`config.mk`:
```
export PLATFORM = sky130hd
export DESIGN_NAME = simd_width_conv
export DESIGN_NICKNAME = d
export VERILOG_FILES = /design/src/rtl/simd_conv_pkg.sv /design/src/rtl/simd_interleave.sv /design/src/rtl/simd_narrow.sv /design/src/rtl/simd_width_conv.sv
export SDC_FILE = /design/constraint.sdc
export NUM_CORES = 1
export LEC_CHECK = 0
export ABC_AREA = 1
export BUFFER_PORTS_ARGS = -buffer_cell sky130_fd_sc_hd__buf_2
export CORE_MARGIN = 2
export CORE_UTILIZATION = 35
export DETAILED_ROUTE_END_ITERATION = 12
export PLACE_DENSITY_LB_ADDON = 0.08
export SLEW_MARGIN = 40
export SYNTH_ARGS = -nofsm -noshare
export SYNTH_HDL_FRONTEND = slang
export SYNTH_SLANG_ARGS = --single-unit
```
`constraint.sdc`:
```
create_clock -name clk -period 0.8 [get_ports clk]
set_clock_uncertainty 0.2 [all_clocks]
set_input_delay 0.04 -clock clk [delete_from_list [all_inputs] [get_ports clk]]
set_output_delay 0.04 -clock clk [all_outputs]
set_load 0.03 [all_outputs]
```
`src/rtl/simd_conv_pkg.sv`:
```
package simd_conv_pkg;
    typedef enum logic [2:0] {
        OP_ILV_LO  = 3'd0,
        OP_ILV_HI  = 3'd1,
        OP_NAR_SS  = 3'd2,
        OP_NAR_US  = 3'd3,
        OP_NAR_MOD = 3'd4
    } conv_op_t;

    typedef enum logic [1:0] {
        NM_SIGNED   = 2'd0,
        NM_UNSIGNED = 2'd1,
        NM_MODULO   = 2'd2
    } narrow_mode_t;

    typedef enum logic {
        ST_IDLE = 1'b0,
        ST_OUT  = 1'b1
    } out_state_t;
endpackage

```
`src/rtl/simd_interleave.sv`:
```
module simd_interleave #(
    parameter int DW = 64,
    parameter int EW = 8
) (
    input  logic [DW-1:0] a,
    input  logic [DW-1:0] b,
    input  logic          use_hi,
    output logic [DW-1:0] y
);
    localparam int HALF  = DW / 2;
    localparam int PAIRS = HALF / EW;

    for (genvar i = 0; i < PAIRS; i++) begin : g_pair
        assign y[(2*i)*EW   +: EW] = use_hi ? a[HALF + i*EW +: EW] : a[i*EW +: EW];
        assign y[(2*i+1)*EW +: EW] = use_hi ? b[HALF + i*EW +: EW] : b[i*EW +: EW];
    end
endmodule

```
`src/rtl/simd_narrow.sv`:
```
module simd_narrow
    import simd_conv_pkg::*;
#(
    parameter int DW = 64,
    parameter int SW = 16
) (
    input  logic [DW-1:0] a,
    input  logic [DW-1:0] b,
    input  narrow_mode_t  mode,
    output logic [DW-1:0] y
);
    localparam int NW    = SW / 2;
    localparam int LANES = DW / SW;

    for (genvar g = 0; g < 2*LANES; g++) begin : g_lane
        logic [SW-1:0] src;
        logic [NW-1:0] res;
        logic          fits_s;
        logic          fits_u;

        if (g < LANES) begin : g_from_a
            assign src = a[g*SW +: SW];
        end else begin : g_from_b
            assign src = b[(g-LANES)*SW +: SW];
        end

        assign fits_s = (src[SW-1:NW-1] == '0) || (src[SW-1:NW-1] == '1);
        assign fits_u = (src[SW-1:NW] == '0);

        always_comb begin
            unique case (mode)
                NM_SIGNED: begin
                    if (fits_s)          res = src[NW-1:0];
                    else if (src[SW-1])  res = {1'b1, {(NW-1){1'b0}}};
                    else                 res = {1'b0, {(NW-1){1'b1}}};
                end
                NM_UNSIGNED: begin
                    if (src[SW-1])       res = '0;
                    else if (!fits_u)    res = '1;
                    else                 res = src[NW-1:0];
                end
                default:                 res = src[NW-1:0];
            endcase
        end

        // a non-negative source never becomes negative under signed clamp
        always_comb begin
            if (mode == NM_SIGNED && src[SW-1] == 1'b0) begin
                assert_sat_sign_R4: assert (res[NW-1] == 1'b0);
            end
        end

        assign y[g*NW +: NW] = res;
    end
endmodule

```
`src/rtl/simd_width_conv.sv`:
```
module simd_width_conv
    import simd_conv_pkg::*;
#(
    parameter int DW = 64
) (
    input  logic          clk,
    input  logic          rst_n,
    input  logic          in_valid,
    input  logic [2:0]    in_op,
    input  logic          in_wide,
    input  logic [DW-1:0] in_a,
    input  logic [DW-1:0] in_b,
    output logic          out_valid,
    output logic [DW-1:0] out_result
);
    localparam int EW_S = 8;
    localparam int EW_W = 16;

    conv_op_t     op;
    narrow_mode_t nmode;
    out_state_t   st_q, st_d;
    logic [DW-1:0] ilv_s, ilv_w, nar_s, nar_w, res_d, res_q;

    assign op = conv_op_t'(in_op);

    always_comb begin
        unique case (op)
            OP_NAR_US: nmode = NM_UNSIGNED;
            OP_NAR_MOD: nmode = NM_MODULO;
            default:   nmode = NM_SIGNED;
        endcase
    end

    simd_interleave #(.DW(DW), .EW(EW_S)) u_ilv_s (
        .a(in_a), .b(in_b), .use_hi(op == OP_ILV_HI), .y(ilv_s));
    simd_interleave #(.DW(DW), .EW(EW_W)) u_ilv_w (
        .a(in_a), .b(in_b), .use_hi(op == OP_ILV_HI), .y(ilv_w));
    simd_narrow #(.DW(DW), .SW(2*EW_S)) u_nar_s (
        .a(in_a), .b(in_b), .mode(nmode), .y(nar_s));
    simd_narrow #(.DW(DW), .SW(2*EW_W)) u_nar_w (
        .a(in_a), .b(in_b), .mode(nmode), .y(nar_w));

    always_comb begin
        unique case (op)
            OP_ILV_LO, OP_ILV_HI:            res_d = in_wide ? ilv_w : ilv_s;
            OP_NAR_SS, OP_NAR_US, OP_NAR_MOD: res_d = in_wide ? nar_w : nar_s;
            default:                          res_d = '0;
        endcase
    end

    // next-state: T_ACCEPT / T_CHAIN on strobe, T_DRAIN / T_WAIT without
    always_comb begin
        unique case (st_q)
            ST_IDLE: st_d = in_valid ? ST_OUT : ST_IDLE;
            ST_OUT:  st_d = in_valid ? ST_OUT : ST_IDLE;
            default: st_d = ST_IDLE;
        endcase
    end

    always_ff @(posedge clk or negedge rst_n) begin
        if (!rst_n) st_q <= ST_IDLE;
        else        st_q <= st_d;
    end

    always_ff @(posedge clk or negedge rst_n) begin
        if (!rst_n)        res_q <= '0;
        else if (in_valid) res_q <= res_d;
    end

    assign out_valid  = (st_q == ST_OUT);
    assign out_result = res_q;

    assert_valid_follows_R7: assert property (@(posedge clk) disable iff (!rst_n)
        in_valid |=> out_valid);
    assert_idle_quiet_R8: assert property (@(posedge clk) disable iff (!rst_n)
        !in_valid |=> !out_valid);
    assert_hold_result_R8: assert property (@(posedge clk) disable iff (!rst_n)
        !in_valid |=> $stable(out_result));
    assert_zero_ext_R3: assert property (@(posedge clk) disable iff (!rst_n)
        (in_valid && in_op == 3'd0 && !in_wide && in_b == '0)
        |=> (((out_result & 64'hFF00_FF00_FF00_FF00) == '0)
             && out_result[7:0] == $past(in_a[7:0])));
endmodule

```
==> results.yml <==
power:
  power.density_mw_per_mm2: 1090
  irDropWorstVdd_mv: 0.930
  switching_share_pct: 41.4
  combPwrFrac_pct: 49.7
  p_clk_share_pct: 27.2
  switching_power_mw: 7.27
  internal_power_mw: 10.3
  p_leak_nw: 7.91
  seq_power_share_pct: 23.0
timing:
  rsz0062_at_grt: "true"
  slew_headroom_pct: 66.2
  max_freq_mhz: 686
  tightestPinTransition_ns: 0.507
  setup_slack_ns: -0.658
  finalHoldViolCount: 39
  timing.hold.ws_ns: -0.232
  final.min_clock_period_ns: 1.46
  fin_crit_sh_pct: 182
  setup_viol: 129
  maxSlewViolCount: 0
critical_path:
  cp_max_fo: 8
  start_kind: "input pin"
  cp-end-kind: "flip-flop"
  worstPathCellList: "buf_6, buf_6, nor2_4, nand2_2, nor2_4, buf_12, buf_12, nand2_8, o21ai_2, nand3_1, nand3_1, nand3_2, nand2_1, nand2_1"
  regToRegSetupSlack_ns: -0.17
  cp.required_ns: 0.85
  cpPeakStageDelay_ns: 0.19
  slowest_stage: "nor2_4"
  arrival_ns: 1.50
  path_class: "in2reg"
yosys:
  syn_inst: 1734
  ys_ff_latch: 65
  synth_area_per_cell_um2: 5.08
  syn_area_mm2: 0.00881
  yosysWarningCount: 0
  synth_nets: 1869
  yosysSeqAreaShare_pct: 18.5
  synth.distinct_cells: 37
run:
  drv_cap: 0
routing:
  routed_via_density: 5.40
  dr.pass1.iters: 5
  drt-initial-drc-count: 1267
  routed_wl_um: 48100
  wl_per_cell_um: 18.8
  route.detailed.drc: 0
  drt.antenna.violating_nets: 0
  num_vias: 13800
floorplanning:
  boundaryPins: 200
  die_area_mm2: 0.0265
  rows: 58
  initial_utilization_pct: 35.3
  die_h_um: 163
  coreArea_mm2: 0.0250
  die_w_um: 163
clock_network:
  cts_tree: "done"
  cts_hold_buf: 1
  h-tree-depth: 3
  cts.clk_slew.worst_paths_ns: 0.07
  cts_buffers: 9
  insertion_delay_ns: 0.34
  ctsLongestPathBuffers: 2
  clkSinkCount: 65
  root_buffer: "clkbuf_16"
placed_design:
  dp_hpwl_um: 33800
  dp_slack_ns: -1.12
  gp_congestion: 0.942
  port_buffers: 199
  dp.cells: 2482
hold_path:
  hold_path.class: "in2reg"
outcome:
  violations: "hold timing, setup timing"
  status: "finished, violations left"
global_route:
  grt_max_degree: 49
  grt_pass1_wl_um: 70200
  met3_usage_pct: 4.53
  antenna_found_initial: 0
  gr-max-usage-layer: "met2"
  overflow: 0
  first_global_vias: 12600
  gr-usage-met2_pct: 56.4
  track_usage_pct: 34.2
  grtUsageMet1_pct: 44.1
final_layout:
  drive_above_1_share_pct: 42.4
  area_delta_synth_final_pct: 82.0
  nNetsFinal: 2353
  final_cells: 2553
  antennaDiodeCount: 0
## layout by cell type (no fill, tap or decap), types with 4 or more instances in the layout
cell,n
nor2_2,24
nor2_4,50
o22ai_1,8
nand4_1,19
buf_12,37
buf_6,130
dfrtp_2,4
nand3_2,63
a21oi_1,70
o21ai_0,17
nand2_4,21
o21ai_4,13
nor2_1,37
a22oi_1,11
nand3_1,140
o21ai_2,21
nand3_4,5
a221oi_1,6
nand2_2,90
inv_1,98
clkbuf_16,15
nand2_1,764
a22oi_2,4
o21ai_1,38
buf_2,87
buf_16,6
buf_8,10
a21oi_2,31
nand2_8,5
dfrtp_1,61
inv_6,5
inv_2,15
buf_4,278
## metrics by stage
step	hold slack [ns]	cell area (µm²)	util (%)	power, mW	setup TNS (ns)
after floorplan	-0.456	9080	-	7.50	-38.46
after global placement	-0.142	12600	50.5	10.8	-65.98
after detailed placement	-0.151	12600	50.5	10.8	-66.50
after CTS	-0.236	14600	58.4	16.5	-57.85
after global routing	-0.220	16000	64.3	18.4	-65.83
final	-0.232	16000	64.3	17.6	-58.41
## layout make-up
type / instances / area, µm²
Clock buffer: 11 / 243
Clock inverter: 5 / 86.3
Fill cell: 2340 / 8920
Inverter: 121 / 478
Multi-Input combinational cell: 1463 / 7970
Sequential cell: 65 / 1630
Tap cell: 330 / 413
Timing Repair Buffer: 558 / 5230
## Yosys cell counts, drive strengths merged
cell type	instances	area [µm²]
and2	3	18.8
mux2i	3	30.0
nand3	208	1050
o21ai	89	445
a21oi	103	519
nor3	6	41.3
a31oi	1	6.26
buf	43	239
o31ai	1	7.51
dfrtp	65	1630
o22ai	8	50.1
nor2	111	479
a221oi	6	52.6
o21a	1	7.51
o211ai	3	22.5
nand3b	2	27.5
clkbuf	43	163
and3	2	12.5
clkinv	2	7.51
or2	2	12.5
nand4	19	119
inv	119	447
nand2	879	3320
a22oi	15	113
## sequential cells by signal, indices dropped and copies added, names as in the netlist
| register | count |
|---|---|
| out_valid | 1 |
| out_result | 64 |
## power groups by stage
stage	sequential (mW)	combinational (mW)	clock, mW
after floorplan	4.76	2.75	0
after global placement	4.00	6.76	0
after detailed placement	3.99	6.79	0
after CTS	3.98	7.67	4.84
after global routing	4.08	9.35	4.97
final	4.04	8.74	4.79
## critical path, delay by kind of cell
family / cells / cell delay (ns)
simple gates: 9 / 0.85
compound gates: 1 / 0.11
buf+inv: 4 / 0.49
## path summary, 6_finish.rpt
check | start | endpoint | cells after the start
worst max register to register | out_result[50] | out_result[50] | 3
worst min-delay path | in_valid | out_result[18] | 3
max in group asynchronous | rst_n | out_result[55] | 3
worst max-delay path | in_b[26] | out_result[39] | 14
min in group asynchronous | rst_n | out_result[15] | 3
worst min register to register | out_result[58] | out_result[58] | 2
## logic make-up after synthesis
logic type,share of synthesized area (%)
DFF,18.5
and+or+nand+nor,57.6
buffers and inverters,9.71
AOI/OAI and AO/OA,13.9
muxes,0.341
## routing by layer
layer / vias to the layer above / part of all wire, %
met5: - / 0
met3: 151 / 7.5
li1: 6528 / -
met1: 6420 / 40
met4: 0 / 5.2
met2: 691 / 47
## repair_timing
action | CTS | global route
gates resized for setup | 372 | 379
setup buffers | 17 | 32
endpoints found under the setup margin | 129 | 151
endpoints found under the hold margin | 108 | 26
gates cloned | 10 | 7
pin swaps | 83 | 154
(Power assumes the default switching activity.)
